$ cat src/rtl/dac_regbank_pkg.sv
package dac_regbank_pkg;
  localparam int NUM_CH   = 8;
  localparam int NUM_PAIR = NUM_CH / 2;
  localparam int CODE_W   = 12;
  localparam int ADDR_W   = 4;
  localparam int WORD_W   = ADDR_W + CODE_W;

  typedef enum logic [2:0] {
    OP_NONE,
    OP_CHAN,
    OP_PAIR,
    OP_CTRL0,
    OP_CTRL1,
    OP_PRESET
  } op_e;

  typedef struct packed {
    logic pwr_down;
    logic casc_en;
    logic twos;
  } ctrl0_t;

  typedef struct packed {
    logic [NUM_PAIR-1:0] pd;
    logic [NUM_PAIR-1:0] fast;
  } ctrl1_t;

  // bits kept for a given resolution, lowest (CODE_W - rb) bits cleared
  function automatic logic [CODE_W-1:0] keep_mask(int unsigned rb);
    logic [31:0] low;
    low = (32'h1 << (CODE_W - rb)) - 32'h1;
    return ~low[CODE_W-1:0];
  endfunction
endpackage

$ cat src/rtl/dac_pin_sync.sv
module dac_pin_sync #(
  parameter int WIDTH  = 2,
  parameter int STAGES = 2
) (
  input  logic             clk,
  input  logic             rst_n,
  input  logic [WIDTH-1:0] pin_n,
  output logic [WIDTH-1:0] act
);
  logic [STAGES-1:0][WIDTH-1:0] chain_q;

  always_ff @(posedge clk or negedge rst_n) begin
    if (!rst_n) begin
      chain_q <= '0;
    end else begin
      chain_q[0] <= ~pin_n;
      for (int s = 1; s < STAGES; s++) begin
        chain_q[s] <= chain_q[s-1];
      end
    end
  end

  assign act = chain_q[STAGES-1];
endmodule

$ cat src/rtl/dac_cmd_decode.sv
module dac_cmd_decode
  import dac_regbank_pkg::*;
#(
  parameter int RES_BITS = 12
) (
  input  logic                          fire,
  input  logic [WORD_W-1:0]             word,
  input  logic                          twos,
  output op_e                           op,
  output logic [NUM_CH-1:0]             hold_we,
  output logic [NUM_CH-1:0][CODE_W-1:0] hold_wd,
  output logic [CODE_W-1:0]             preset_wd,
  output ctrl0_t                        ctrl0_wd,
  output ctrl1_t                        ctrl1_wd
);
  localparam logic [CODE_W-1:0] KEEP = keep_mask(RES_BITS);
  localparam logic [CODE_W-1:0] MSB_FLIP = {1'b1, {(CODE_W-1){1'b0}}};

  logic [ADDR_W-1:0] addr;
  logic [CODE_W-1:0] raw;
  logic [CODE_W-1:0] conv;
  logic [CODE_W-1:0] comp;

  assign addr = word[WORD_W-1:CODE_W];
  assign raw  = word[CODE_W-1:0];

  // offset-binary conversion, then resolution clipping
  assign conv = (twos ? (raw ^ MSB_FLIP) : raw) & KEEP;
  assign comp = ~conv & KEEP;

  always_comb begin
    op = OP_NONE;
    if (fire) begin
      if (!addr[ADDR_W-1]) begin
        op = OP_CHAN;
      end else begin
        case (addr[2:0])
          3'd0:    op = OP_CTRL0;
          3'd1:    op = OP_CTRL1;
          3'd2:    op = OP_PRESET;
          3'd3:    op = OP_NONE;
          default: op = OP_PAIR;
        endcase
      end
    end
  end

  always_comb begin
    hold_we = '0;
    for (int i = 0; i < NUM_CH; i++) begin
      hold_wd[i] = conv;
    end
    if (op == OP_CHAN) begin
      hold_we[addr[2:0]] = 1'b1;
    end else if (op == OP_PAIR) begin
      hold_we[{addr[1:0], 1'b0}] = 1'b1;
      hold_we[{addr[1:0], 1'b1}] = 1'b1;
      hold_wd[{addr[1:0], 1'b1}] = comp;
    end
  end

  assign preset_wd      = raw & KEEP;
  assign ctrl0_wd.pwr_down = raw[4];
  assign ctrl0_wd.casc_en  = raw[3];
  assign ctrl0_wd.twos     = raw[0];
  assign ctrl1_wd.pd    = raw[7:4];
  assign ctrl1_wd.fast  = raw[3:0];
endmodule

$ cat src/rtl/dac_chan_stage.sv
module dac_chan_stage #(
  parameter int W = 12
) (
  input  logic         clk,
  input  logic         rst_n,
  input  logic         wr_en,
  input  logic [W-1:0] wr_code,
  input  logic         load_en,
  output logic [W-1:0] latch_q
);
  logic [W-1:0] hold_q;

  always_ff @(posedge clk or negedge rst_n) begin
    if (!rst_n) begin
      hold_q <= '0;
    end else if (wr_en) begin
      hold_q <= wr_code;
    end
  end

  always_ff @(posedge clk or negedge rst_n) begin
    if (!rst_n) begin
      latch_q <= '0;
    end else if (load_en) begin
      latch_q <= hold_q;
    end
  end
endmodule

$ cat src/rtl/dac_regbank.sv
module dac_regbank
  import dac_regbank_pkg::*;
#(
  parameter int RES_BITS = 12
) (
  input  logic                     clk,
  input  logic                     rst_n,
  input  logic                     cmd_valid,
  output logic                     cmd_ready,
  input  logic [15:0]              cmd_data,
  input  logic                     load_n,
  input  logic                     preset_n,
  output logic [NUM_CH*CODE_W-1:0] ch_code,
  output logic [NUM_PAIR-1:0]      pair_pd,
  output logic [NUM_PAIR-1:0]      pair_fast,
  output logic                     global_pd,
  output logic                     cascade_en
);
  logic                          fire;
  op_e                           op;
  logic [NUM_CH-1:0]             hold_we;
  logic [NUM_CH-1:0][CODE_W-1:0] hold_wd;
  logic [NUM_CH-1:0][CODE_W-1:0] latch_q;
  logic [CODE_W-1:0]             preset_wd;
  logic [CODE_W-1:0]             preset_q;
  ctrl0_t                        ctrl0_wd;
  ctrl0_t                        ctrl0_q;
  ctrl1_t                        ctrl1_wd;
  ctrl1_t                        ctrl1_q;
  logic [1:0]                    pin_act;
  logic                          load_act;
  logic                          preset_act;
  logic                          load_en;

  always_ff @(posedge clk or negedge rst_n) begin
    if (!rst_n) cmd_ready <= 1'b0;
    else        cmd_ready <= 1'b1;
  end

  assign fire = cmd_valid && cmd_ready;

  dac_cmd_decode #(.RES_BITS(RES_BITS)) u_decode (
    .fire      (fire),
    .word      (cmd_data),
    .twos      (ctrl0_q.twos),
    .op        (op),
    .hold_we   (hold_we),
    .hold_wd   (hold_wd),
    .preset_wd (preset_wd),
    .ctrl0_wd  (ctrl0_wd),
    .ctrl1_wd  (ctrl1_wd)
  );

  always_ff @(posedge clk or negedge rst_n) begin
    if (!rst_n) begin
      ctrl0_q  <= '0;
      ctrl1_q  <= '0;
      preset_q <= '0;
    end else begin
      if (op == OP_CTRL0)  ctrl0_q  <= ctrl0_wd;
      if (op == OP_CTRL1)  ctrl1_q  <= ctrl1_wd;
      if (op == OP_PRESET) preset_q <= preset_wd;
    end
  end

  dac_pin_sync #(.WIDTH(2), .STAGES(2)) u_pin_sync (
    .clk   (clk),
    .rst_n (rst_n),
    .pin_n ({preset_n, load_n}),
    .act   (pin_act)
  );

  assign load_act   = pin_act[0];
  assign preset_act = pin_act[1];
  // preset wins: latches freeze while the override is shown
  assign load_en    = load_act && !preset_act;

  for (genvar g = 0; g < NUM_CH; g++) begin : g_chan
    dac_chan_stage #(.W(CODE_W)) u_stage (
      .clk     (clk),
      .rst_n   (rst_n),
      .wr_en   (hold_we[g]),
      .wr_code (hold_wd[g]),
      .load_en (load_en),
      .latch_q (latch_q[g])
    );
    assign ch_code[g*CODE_W +: CODE_W] = preset_act ? preset_q : latch_q[g];
  end

  assign pair_pd    = ctrl1_q.pd;
  assign pair_fast  = ctrl1_q.fast;
  assign global_pd  = ctrl0_q.pwr_down;
  assign cascade_en = ctrl0_q.casc_en;
endmodule

$ cat config.mk
export PLATFORM = sky130hd
export DESIGN_NAME = dac_regbank
export DESIGN_NICKNAME = d
export VERILOG_FILES = /design/src/rtl/dac_regbank_pkg.sv /design/src/rtl/dac_pin_sync.sv /design/src/rtl/dac_cmd_decode.sv /design/src/rtl/dac_chan_stage.sv /design/src/rtl/dac_regbank.sv
export SDC_FILE = /design/constraint.sdc
export NUM_CORES = 1
export LEC_CHECK = 0
export ABC_AREA = 1
export BUFFER_PORTS_ARGS = -buffer_cell sky130_fd_sc_hd__buf_2
export CORE_ASPECT_RATIO = 1.2
export CORE_UTILIZATION = 55
export DETAILED_ROUTE_END_ITERATION = 8
export MAX_ROUTING_LAYER = met4
export PLACE_DENSITY_LB_ADDON = 0.25
export SLEW_MARGIN = 15
export SYNTH_ARGS = -nofsm -noshare
export SYNTH_HDL_FRONTEND = slang
export SYNTH_SLANG_ARGS = --single-unit
$ cat constraint.sdc
create_clock -name clk -period 2.11 [get_ports clk]
set_input_delay 0.5275 -clock clk [delete_from_list [all_inputs] [get_ports clk]]
set_output_delay 0.5275 -clock clk [all_outputs]
set_load 0.05 [all_outputs]
[Word-level counts from Yosys, hierarchy flattened]
Cells that the tools add are included.
Word-level totals
  bits in registers: 220
  latch bits: 0
  bits in writable memories: 0
  bits in read-only memories: 0
  bits of input ports: 21
  memories kept: 0
Cells by class
  $add $sub $neg: 0
  multiply operators: 0
  div/mod/pow operators: 0
  order comparisons: 6
  eq/ne operators: 8
  shift operators: 0
  muxes and demuxes: 25
  bitwise operators: 4
  reduce and logical (&&, ||, !) cells: 7
Operator list (number)
  two-way mux 96 bit: 2
  two-way mux 12 bit: 10
  bitwise mux 96 bit: 1
  demux 12 bit (select 2 bit): 1
  two-way mux 8 bit: 2
  equality test 3 x 2 -> 1 bit, second input constant: 4
  < comparator 3 x 4 -> 1 bit, second input constant: 3
  inverter 12 bit: 1
  one-hot mux 3 bit (4 select lines): 1
  greater-or-equal comparator 3 x 1 -> 1 bit, second input constant: 3
  OR 7 x 8 -> 8 bit: 1
  equality test 3 x 1 -> 1 bit, second input constant: 2
  equality test 3 bit, second input constant: 2
  two-way mux 3 bit: 2
  logical AND 1 bit: 5
  demux 1 bit (select 2 bit): 2
  demux 1 bit (select 3 bit): 1
  logical NOT 3 bit: 1
  two-way mux 1 bit: 3
  inverter 2 bit: 1
  logical NOT 1 bit: 1
  inverter 1 bit: 1

[Logic depth before layout (Yosys ltp)]
Gate-level depths: netlist of the first run.
  depth in word-level cells: 7
  depth in mapped cells: 12
  gate-level depth less buffers: 10

[By module]
A second synthesis of the first run with hierarchy kept.
Unflattened totals
  cells, all modules: 1385
  area, all modules: 10820.4 um2
By module, submodules not included
  dac_chan_stage: times used 8, cells an instance 102, area an instance 915.9 um2, sequential area each 600.6 um2
  dac_regbank: times used 1, cells an instance 326, area an instance 1959.4 um2, sequential area each 600.6 um2
  dac_cmd_decode: times used 1, cells an instance 235, area an instance 1411.4 um2, sequential area each 0.0 um2
  dac_pin_sync: times used 1, cells an instance 8, area an instance 122.6 um2, sequential area each 100.1 um2

[Worst setup path before layout of the first run]
OpenSTA, ideal clock, no wires.
  path type: register to output
  start: register u_pin_sync.chain_q (netlist bit u_pin_sync.act[1])
  end: output ch_code[40]
  arrival time: 1.448 ns
  path slack: 0.135 ns
  cell stages (with the launch flop): 6
  path buffers: 2
  path through: dfrtp_1 inv_2 clkbuf_1 buf_1 nand2_1 nand2_1
Between the ends
  longest elaborated chain between the ends: 1
RTL lines
  start: declaration: RTL line dac_pin_sync.sv:10  | logic [STAGES-1:0][WIDTH-1:0] chain_q;
  start signal: indexed assignment: RTL line dac_pin_sync.sv:18  | chain_q[s] <= chain_q[s-1];
  two-way mux 12 bit: RTL line dac_regbank.sv:87  | assign ch_code[g*CODE_W +: CODE_W] = preset_act ? preset_q : latch_q[g];
  end: declaration: RTL line dac_regbank.sv:13  | output logic [NUM_CH*CODE_W-1:0] ch_code,
Every way passes these cells.

[Worst setup path in the final report of the first run]
  start: register u_pin_sync.chain_q (netlist bit u_pin_sync.act[1])
  end: output ch_code[17]
Same word-level chain as after synthesis.

==> flow_summary.json, run 1 <==
{
  "final_cell_area_sq_um": 13200,
  "cp_top_family": "buffers and inverters",
  "cts_made_buffers": 21,
  "whs_ns": 0.160,
  "antenna_found_initial": 0,
  "r2r_start": "u_pin_sync.act[1]$_DFF_PN0_",
  "vdd_drop_max_mv": 0.765,
  "first_pass_iters": 5,
  "ys_top_cells_by_count": "nand2_1, dfrtp_1, nand3_1, mux2_2, xor2_1",
  "required_ns": 1.58,
  "grtUsageTotal": 0.323,
  "vias_per_cell": 5.50,
  "syn_avg_cell_area_sq_um": 8.81,
  "reg2reg_to": "g_chan[4].u_stage.latch_q[3]$_DFFE_PN0P_",
  "yosys-top-cells-area": "dfrtp_1, nand2_1, mux2_2",
  "fin_worst_skew_ns": 0.0178,
  "fp.dieW_um": 127,
  "synth-warning-count": 0,
  "die-area_sq_um": 19300,
  "slew_headroom": 0.378,
  "netlist_area_sq_um": 10300,
  "syn_inst": 1171,
  "cts_tree": "yes",
  "syn-num-nets": 1192,
  "io_pins": 128,
  "worstMarginPinSlew_ns": 0.927,
  "rows": 54,
  "gp_congestion": 0.931,
  "place_ws_ns": -0.00424,
  "area_growth_pct": 27.7,
  "drive_gt1_frac": 0.307,
  "holdCritPathClass": "in -> reg",
  "status": "finished with violations",
  "synth_top_area_share": 0.533,
  "place_hpwl_um": 19200,
  "hold_end": "u_pin_sync.chain_q[0]$_DFF_PN0_",
  "finalSetupViolations": 94,
  "synth_seq_cells": 220,
  "detail-route-antenna-nets": 0,
  "gr-total-overflow": 0,
  "cts_buffer_depth": 3,
  "start_kind": "register",
  "die_h_um": 152,
  "period_share": 1.06,
  "r2r_slack_ns": 0.12,
  "grt_start_max_net_pins": 87,
  "synth_edf_count": 0,
  "synth_area_leader_cell": "dfrtp_1",
  "place_area_sq_um": 11500,
  "leakage_nw": 7.16,
  "grt_pass1_wl_um": 46300,
  "drt_iter0_markers": 1136,
  "powerDensity_nw_per_um2": 1140,
  "synth_cell_types": 21,
  "crit_chain": "clkinv_4 > buf_12 > clkbuf_16 > nand2_2 > nand2_1 > buf_6",
  "tns_ns": -5.93,
  "coreArea_sq_um": 18300,
  "fmax_mhz": 448,
  "hold_viol": 0,
  "fin_ws_ns": -0.120,
  "grt_pass1_vias": 8362,
  "drc": 0,
  "async_flop_share": 1.00,
  "synth.most_common_cell": "nand2_1",
  "max_stage_delay_ns": 0.46,
  "root_buffer": "clkbuf_16",
  "portBuffers": 127,
  "avgRoutedWirePerCell_um": 19.0,
  "worstSetupPathType": "reg -> out",
  "crit_slowest_cell": "dfrtp_2",
  "vias": 8700,
  "fillers": 1341,
  "r2r_cells": 7,
  "crit_path_max_fanout": 8,
  "failed_checks": "negative setup slack",
  "diodes": 0,
  "endpoint_kind": "output port",
  "finalPower_w": 0.0150,
  "period_minus_slack_ns": 2.23,
  "ys.flop_type": "dfrtp_1",
  "htree_num_levels": 1,
  "min_path_cells": 2,
  "critPathBufInv": 4,
  "seq_area_frac_synth": 0.533,
  "clock_sinks": 220,
  "cap_violations": 0,
  "rsz0062_at_grt": "yes",
  "clk_latency_ns": 0.50,
  "routed_wirelength_um": 30100,
  "path_clk_slew_ns": 0.07,
  "start_util": 0.564,
  "hp-start": "load_n",
  "nets": 1335,
  "drv_slew": 0,
  "crit_arrival_ns": 1.70
}
-- cell type report --
class | instances | area [sq um] | area share
clock inverter | 15 | 169 | 0.0128
tap | 252 | 315 | 0.0239
timing repair buffer | 192 | 1970 | 0.150
clock buffer | 23 | 533 | 0.0404
multi-input combinational | 853 | 4580 | 0.347
sequential | 220 | 5510 | 0.418
inverter | 26 | 103 | 0.00779
-- per-layer routing --
layer  up-vias  part of all wire  routed length [um]  global-route usage
met5         -                 0                   0                   -
met1      4217              0.41               12400               0.444
li1       3994                 -                   -                   -
met2       379              0.46               13900               0.484
met3       110             0.070                2110              0.0387
met4         0             0.056                1690               0.151
-- cell families after synthesis --
family | Yosys count | synth area share
buffers and inverters | 98 | 0.0432
muxes | 96 | 0.105
and+or+nand+nor | 688 | 0.269
DFF | 220 | 0.533
other | 1 | 0.000363
AOI/OAI and AO/OA | 24 | 0.0116
xor gates and xnor gates | 44 | 0.0373
-- sequential cells by signal (all words and copies together), names as in the netlist --
register,flops
u_pin_sync.act,2
preset_q,12
g_chan.u_stage.latch_q,96
cascade_en,1
g_chan.u_stage.hold_q,96
pair_pd,4
pair_fast,4
u_pin_sync.chain_q,2
global_pd,1
cmd_ready,1
ctrl0_q,1
-- stage by stage --
step / std cells / util
final: 1581 / 0.720
after global routing: 1581 / 0.720
after CTS: 1579 / 0.702
after detailed placement: 1536 / 0.626
after global placement: 1536 / 0.626
after floorplan: 1171 / -
-- cells in the final DEF, fill, tap and decap left out, types with 2 or more instances in the layout --
master / synthesis / routed
clkinv_4: 0 / 2
mux2_2: 96 / 96
nor2_4: 3 / 3
nand2_1: 557 / 489
nor2_1: 11 / 11
clkbuf_1: 21 / 2
nor2_2: 3 / 3
inv_2: 4 / 3
bufinv_16: 0 / 3
nand4_1: 10 / 10
nand3_1: 98 / 98
nand2_4: 0 / 5
clkbuf_16: 0 / 23
buf_8: 0 / 6
buf_6: 1 / 96
inv_1: 22 / 22
buf_4: 11 / 44
inv_6: 0 / 2
xor2_1: 44 / 44
buf_2: 23 / 30
clkinv_2: 0 / 6
dfrtp_1: 220 / 219
clkinvlp_4: 0 / 3
o21ai_0: 23 / 23
buf_12: 0 / 11
nand2_2: 5 / 67
-- worst reg2reg max path, delay by kind of cell, from the launching register on --
family	cells	cell delay [ns]
muxes	1	0.48
and+or+nand+nor	1	0.08
DFF	1	0.46
buffers and inverters	5	0.84
-- where the power goes --
part / switching (W) / leakage (nW) / internal (W)
Clock: 0.00165 / 0.341 / 0.00222
Combinational: 0.00304 / 4.01 / 0.00195
Sequential: 0.000751 / 2.81 / 0.00541
Total: 0.00544 / 7.16 / 0.00958
-- repair_timing --
action | CTS | global route
pin swaps | 0 | 2
cloned | 2 | 2
resized for setup | 199 | 90
endpoints found under the setup margin | 96 | 96
hold buffers | 1 | 0
setup buffers | 2 | 1
endpoints found under the hold margin | 6 | 0
-- worst max-delay path by stage --
| stage | cells past startpoint | slack, ns | from | to |
|---|---|---|---|---|
| 2_1_floorplan | 5 | 0.13 | u_pin_sync.act[1]$_DFF_PN0_ | ch_code[40] |
| 3_3_place_gp | 10 | 0.08 | cmd_data[12] | g_chan[3].u_stage.hold_q[8]$_DFFE_PN0P_ |
| 3_5_place_dp | 10 | -0.004 | cmd_data[12] | g_chan[3].u_stage.hold_q[9]$_DFFE_PN0P_ |
| 4_1_cts | 5 | -0.13 | u_pin_sync.act[1]$_DFF_PN0_ | ch_code[22] |
| 5_1_grt | 6 | -0.16 | u_pin_sync.act[1]$_DFF_PN0_ | ch_code[61] |
| 6_report | 6 | -0.12 | u_pin_sync.act[1]$_DFF_PN0_ | ch_code[17] |
(Power assumes the default switching activity.)
==> run 2: changes to the inputs <==
==> constraint.sdc (replaced) <==
create_clock -name clk -period 2.11 [get_ports clk]
set_input_delay 0.5275 -clock clk [delete_from_list [all_inputs] [get_ports clk]]
set_output_delay 0.5275 -clock clk [all_outputs]
set_load 0.02 [all_outputs]
==> run 2 against run 1 <==
  * Setup slack got worse by 0.017 ns
  * Critical endpoint is now ch_code[72]
  * Register-to-register slack got worse by 0.02 ns
  * Largest power group unchanged
  * Sequential share of layout area fell by 0.89 points
  * Total power fell by 5.4%
  * Via count rose by 5.8%
  * Clock power rose by 4%
  * Clock skew fell by 0.0055 ns
  * The flow still finishes with violations (negative setup slack)
  * Design area rose by 2.2%
  * Global-route usage rose by 3.1 points
==> flow_summary.json, run 2 (synthesis results as in run 1) <==
{
  "status": "finished with violations",
  "failed_checks": "negative setup slack",
  "final_cells": 1595,
  "period_minus_slack_ns": 2.25,
  "busiest_layer": "met2",
  "portBuffers": 127,
  "reg.largest.list": "g_chan.u_stage.hold_q: 96 flops, g_chan.u_stage.latch_q: 96 flops, preset_q: 12 flops",
  "layout_commonest_cell": "nand2_1",
  "crit_slowest_cell": "dfrtp_2",
  "drive_gt1_frac": 0.326,
  "vdd_drop_max_mv": 0.555,
  "grtUsageTotal": 0.354,
  "grt_start_max_net_pins": 62,
  "period_share": 1.06,
  "htree_num_levels": 1,
  "place_area_sq_um": 11500,
  "final_cell_mix": "nand2_1, dfrtp_1, nand3_1",
  "fillers": 1280,
  "crit_arrival_ns": 1.72,
  "powerDensity_nw_per_um2": 1060,
  "start_kind": "register",
  "drc": 0,
  "hp-start": "load_n",
  "worstSetupPathType": "reg -> out",
  "die_h_um": 152,
  "cts_made_buffers": 22,
  "root_buffer": "clkbuf_16",
  "worstMarginPinSlew_ns": 0.956,
  "r2r_slack_ns": 0.10,
  "reg2reg_to": "g_chan[1].u_stage.latch_q[9]$_DFFE_PN0P_",
  "r2r_start": "u_pin_sync.act[1]$_DFF_PN0_",
  "rows": 54,
  "diodes": 0,
  "required_ns": 1.58,
  "hold_end": "u_pin_sync.chain_q[0]$_DFF_PN0_",
  "finalSetupViolations": 90,
  "nets": 1349,
  "avgRoutedWirePerCell_um": 21.0,
  "grtUsageMet1": 0.463,
  "area_growth_pct": 30.5,
  "tns_ns": -6.64,
  "fp.dieW_um": 127,
  "dp_cells": 1539,
  "endpoint_kind": "output port",
  "place_hpwl_um": 19700,
  "final_cell_area_sq_um": 13500,
  "use_met3": 0.0581,
  "grt_pass1_vias": 8746,
  "clk_latency_ns": 0.51,
  "grt_use_met2": 0.527,
  "antenna_found_initial": 0,
  "gp_congestion": 0.922,
  "routed_wirelength_um": 33500,
  "die-area_sq_um": 19300,
  "path_clk_slew_ns": 0.06,
  "coreArea_sq_um": 18300,
  "cts_buffer_depth": 3,
  "drt_iter0_markers": 1107,
  "rsz0062_at_grt": "yes",
  "drv_slew": 0,
  "first_pass_iters": 6,
  "vias_per_cell": 5.77,
  "multi_input_area_sq_um": 4710,
  "critPathBufInv": 4,
  "crit_chain": "inv_8 > buf_12 > buf_16 > nand2_1 > nand2_2 > buf_6",
  "cap_violations": 0,
  "fin_worst_skew_ns": 0.0123,
  "min_path_cells": 2,
  "slew_headroom": 0.359,
  "holdCritPathClass": "in -> reg",
  "r2r_cells": 7,
  "crit_path_max_fanout": 9,
  "hold_viol": 0,
  "whs_ns": 0.160,
  "max_stage_delay_ns": 0.48,
  "start_util": 0.564,
  "io_pins": 128,
  "clock_sinks": 220,
  "grt_pass1_wl_um": 49800,
  "cts_tree": "yes",
  "fin_ws_ns": -0.137,
  "seq_area_sq_um": 5510,
  "fmax_mhz": 445,
  "cp_top_family": "buffers and inverters",
  "detail-route-antenna-nets": 0,
  "leakage_nw": 7.41,
  "vias": 9202,
  "place_ws_ns": 0.00297,
  "gr-total-overflow": 0
}
[run 2: cell count changes in the layout (fill, tap and decap cells not counted), sizes merged]
| cell | before | now |
|---|---|---|
| buf | 188 | 200 |
| bufinv | 3 | 1 |
| clkbuf | 26 | 35 |
| clkinv | 8 | 4 |
| inv | 27 | 26 |
[run 2: layout make-up]
class / count / area share
clock buffers: 31 / 0.0502
clock inverters: 8 / 0.00539
inverters: 26 / 0.00781
multi-input cells: 853 / 0.349
flip-flops and latches: 220 / 0.409
well taps: 252 / 0.0234
repair buffers: 205 / 0.155
[run 2: repair_timing]
item	4_1_cts	5_1_grt
endpoints found under the hold margin	29	0
setup endpoints to repair	96	96
buffers inserted	5	1
pin swaps	2	3
gates cloned	7	3
hold buffers	1	0
resized for setup	186	93
[run 2: how the worst max path moves through the flow]
stage | start | endpoint | slack, ns | cells past startpoint
after floorplan | u_pin_sync.act[1]$_DFF_PN0_ | ch_code[40] | 0.32 | 5
after global placement | cmd_data[14] | g_chan[2].u_stage.hold_q[5]$_DFFE_PN0P_ | 0.06 | 9
after detailed placement | cmd_data[14] | g_chan[2].u_stage.hold_q[2]$_DFFE_PN0P_ | 0.003 | 9
after CTS | u_pin_sync.act[1]$_DFF_PN0_ | ch_code[93] | -0.1 | 5
after global routing | u_pin_sync.act[1]$_DFF_PN0_ | ch_code[72] | -0.17 | 6
final | u_pin_sync.act[1]$_DFF_PN0_ | ch_code[72] | -0.14 | 6
[run 2: where the power goes]
group | internal [W] | switching, W
sequential | 0.00541 | 0.000817
clock | 0.00235 | 0.00167
combinational | 0.00188 | 0.00209
total | 0.00964 | 0.00457
[run 2: layer usage]
| layer | wire, um | share of wire |
|---|---|---|
| met1 | 12500 | 0.37 |
| met2 | 15500 | 0.46 |
| met3 | 3310 | 0.099 |
| met4 | 2220 | 0.066 |
| met5 | 0 | 0 |
[run 2: metrics by stage]
step | power (W) | util
after detailed placement | 0.00936 | 0.628
after floorplan | 0.00818 | -
after global routing | 0.0148 | 0.735
after CTS | 0.0139 | 0.714
after global placement | 0.00924 | 0.628
final | 0.0142 | 0.735
==> run 3: changes to the inputs <==
REMOVE_ABC_BUFFERS = 1   (was default)
SLEW_MARGIN = 10   (was 15)
==> run 3 against run 2 <==
  * The flow finishes with violations (negative hold slack, negative setup slack)
  * Design area rose by 3.2%
  * Sequential cell count did not move
  * Setup slack got worse by 0.0070 ns
  * Fmax fell by 0.31%
  * Clock skew fell by 0.0046 ns
  * Highest routed layer unchanged
==> flow_summary.json, run 3 (synthesis results as in run 1) <==
{
  "io_pins": 128,
  "cts_buffer_depth": 3,
  "fillers": 1187,
  "reg.largest.list": "g_chan.u_stage.hold_q: 96 flops, g_chan.u_stage.latch_q: 96 flops, preset_q: 12 flops",
  "place_area_sq_um": 11400,
  "whs_ns": -0.00120,
  "crit_path_max_fanout": 10,
  "antenna_found_initial": 0,
  "p_seq_frac": 0.439,
  "grt_pass1_vias": 8859,
  "gp_congestion": 0.884,
  "r2r_start": "u_pin_sync.act[1]$_DFF_PN0_",
  "cts_tree": "yes",
  "drv_slew": 0,
  "portBuffers": 127,
  "start_kind": "register",
  "gr-total-overflow": 0,
  "detail-route-antenna-nets": 0,
  "final_cell_mix": "nand2_1, dfrtp_1, nand2_2",
  "vias": 9023,
  "start_util": 0.564,
  "place_ws_ns": -0.0185,
  "pwr-share-comb": 0.290,
  "p_clk_frac": 0.271,
  "vias_per_cell": 5.69,
  "clk_latency_ns": 0.51,
  "powerDensity_nw_per_um2": 1040,
  "period_minus_slack_ns": 2.25,
  "routed_wirelength_um": 32100,
  "fmax_mhz": 444,
  "finalSetupViolations": 96,
  "rows": 54,
  "period_share": 1.07,
  "die-area_sq_um": 19300,
  "internal_power_w": 0.00981,
  "layout_commonest_cell": "nand2_1",
  "final_cells": 1585,
  "power.net_switching_w": 0.00470,
  "first_pass_iters": 6,
  "cts_made_buffers": 22,
  "leakage_nw": 7.53,
  "place_hpwl_um": 18600,
  "cap_violations": 0,
  "fp.dieW_um": 127,
  "htree_num_levels": 1,
  "avgRoutedWirePerCell_um": 20.2,
  "root_buffer": "clkbuf_16",
  "area_growth_pct": 34.7,
  "tns_ns": -6.97,
  "holdCritPathClass": "in -> async",
  "crit_start": "u_pin_sync.act[1]$_DFF_PN0_",
  "status": "finished with violations",
  "worstSetupPathType": "reg -> out",
  "coreArea_sq_um": 18300,
  "final_cell_area_sq_um": 13900,
  "grtUsageTotal": 0.333,
  "crit_arrival_ns": 1.73,
  "vdd_drop_max_mv": 0.692,
  "failed_checks": "negative hold slack, negative setup slack",
  "worstMarginPinSlew_ns": 0.549,
  "fin_ws_ns": -0.144,
  "endpoint": "ch_code[48]",
  "dp_cells": 1526,
  "netSwitchingFraction": 0.324,
  "drive_gt1_frac": 0.380,
  "nets": 1339,
  "grt_start_max_net_pins": 63,
  "holdBufCountCts": 0,
  "drt_iter0_markers": 703,
  "reg2reg_to": "g_chan[3].u_stage.latch_q[1]$_DFFE_PN0P_",
  "drc": 0,
  "r2r_slack_ns": 0.09,
  "clock_sinks": 220,
  "endpoint_kind": "output port",
  "fin_worst_skew_ns": 0.00767,
  "r2r_cells": 7,
  "hold_viol": 1,
  "slew_headroom": 0.633,
  "required_ns": 1.58,
  "rsz0062_at_grt": "yes",
  "path_clk_slew_ns": 0.06,
  "grt_pass1_wl_um": 48100,
  "die_h_um": 152,
  "diodes": 0
}
-- run 3: cell count changes in the layout (fill, tap and decap cells not counted), moves of 2 or more --
cell,previous run,this run
clkbuf_8,8,3
clkinv_4,0,2
buf_12,13,11
buf_2,51,31
nand2_1,474,390
nand2_4,23,52
clkinvlp_4,3,0
nand2_2,64,113
buf_6,73,95
buf_4,53,44
clkbuf_1,1,7
nand2_8,1,7
-- run 3: what timing repair did --
action	4_1_cts	5_1_grt
setup buffers	7	4
gates resized for setup	259	184
cloned	7	4
pin swaps	1	8
setup endpoints to repair	96	97
-- run 3: critical path, cell delays in order (launching register included) --
cell	delay [ns]
dfrtp_2	0.44
clkinv_4	0.13
buf_4	0.16
clkbuf_16	0.17
nand2_1	0.09
nand2_1	0.09
buf_6	0.14
-- run 3: layout make-up --
type / count / area (sq um) / share of cell area
flip-flops and latches: 220 / 5510 / 0.396
multi-input cells: 853 / 5140 / 0.370
repair buffers: 195 / 2110 / 0.152
clock buffers: 32 / 629 / 0.0453
well taps: 252 / 315 / 0.0227
inverters: 26 / 103 / 0.00738
clock inverters: 7 / 88.8 / 0.00639
-- run 3: worst min-delay path by stage --
stage / startpoint / endpoint / slack [ns] / cells after the start
CTS: rst_n / g_chan[6].u_stage.latch_q[0]$_DFFE_PN0P_ / 0.03 / 1
finish: rst_n / g_chan[6].u_stage.latch_q[0]$_DFFE_PN0P_ / -0.001 / 1
global route: rst_n / g_chan[6].u_stage.latch_q[0]$_DFFE_PN0P_ / 0.04 / 1
detailed placement: u_pin_sync.chain_q[0]$_DFF_PN0_ / u_pin_sync.act[0]$_DFF_PN0_ / 0.35 / 0
global placement: u_pin_sync.chain_q[1]$_DFF_PN0_ / u_pin_sync.act[1]$_DFF_PN0_ / 0.34 / 0
floorplan: rst_n / cascade_en$_DFFE_PN0N_ / 0.23 / 0
-- run 3: power groups by stage --
stage | Sequential (W) | Combinational [W] | Clock (W)
2_1_floorplan | 0.00595 | 0.00218 | 0
3_3_place_gp | 0.00613 | 0.00306 | 0
3_5_place_dp | 0.00616 | 0.00315 | 0
4_1_cts | 0.00619 | 0.00380 | 0.00396
5_1_grt | 0.00649 | 0.00452 | 0.00414
6_report | 0.00637 | 0.00420 | 0.00394
-- run 3: metal layers --
layer  vias to the layer above  track usage  wire [um]
met5                         -            -          0
met4                         0        0.143       1310
met3                       110       0.0430       2150
met2                       445        0.542      16300
met1                      4446        0.419      12300
li1                       4022            -          -
-- run 3: metrics by stage --
stage	power [W]	utilization
5_1_grt	0.0151	0.759
4_1_cts	0.0140	0.723
3_3_place_gp	0.00919	0.623
2_1_floorplan	0.00813	-
6_report	0.0145	0.759
3_5_place_dp	0.00931	0.623
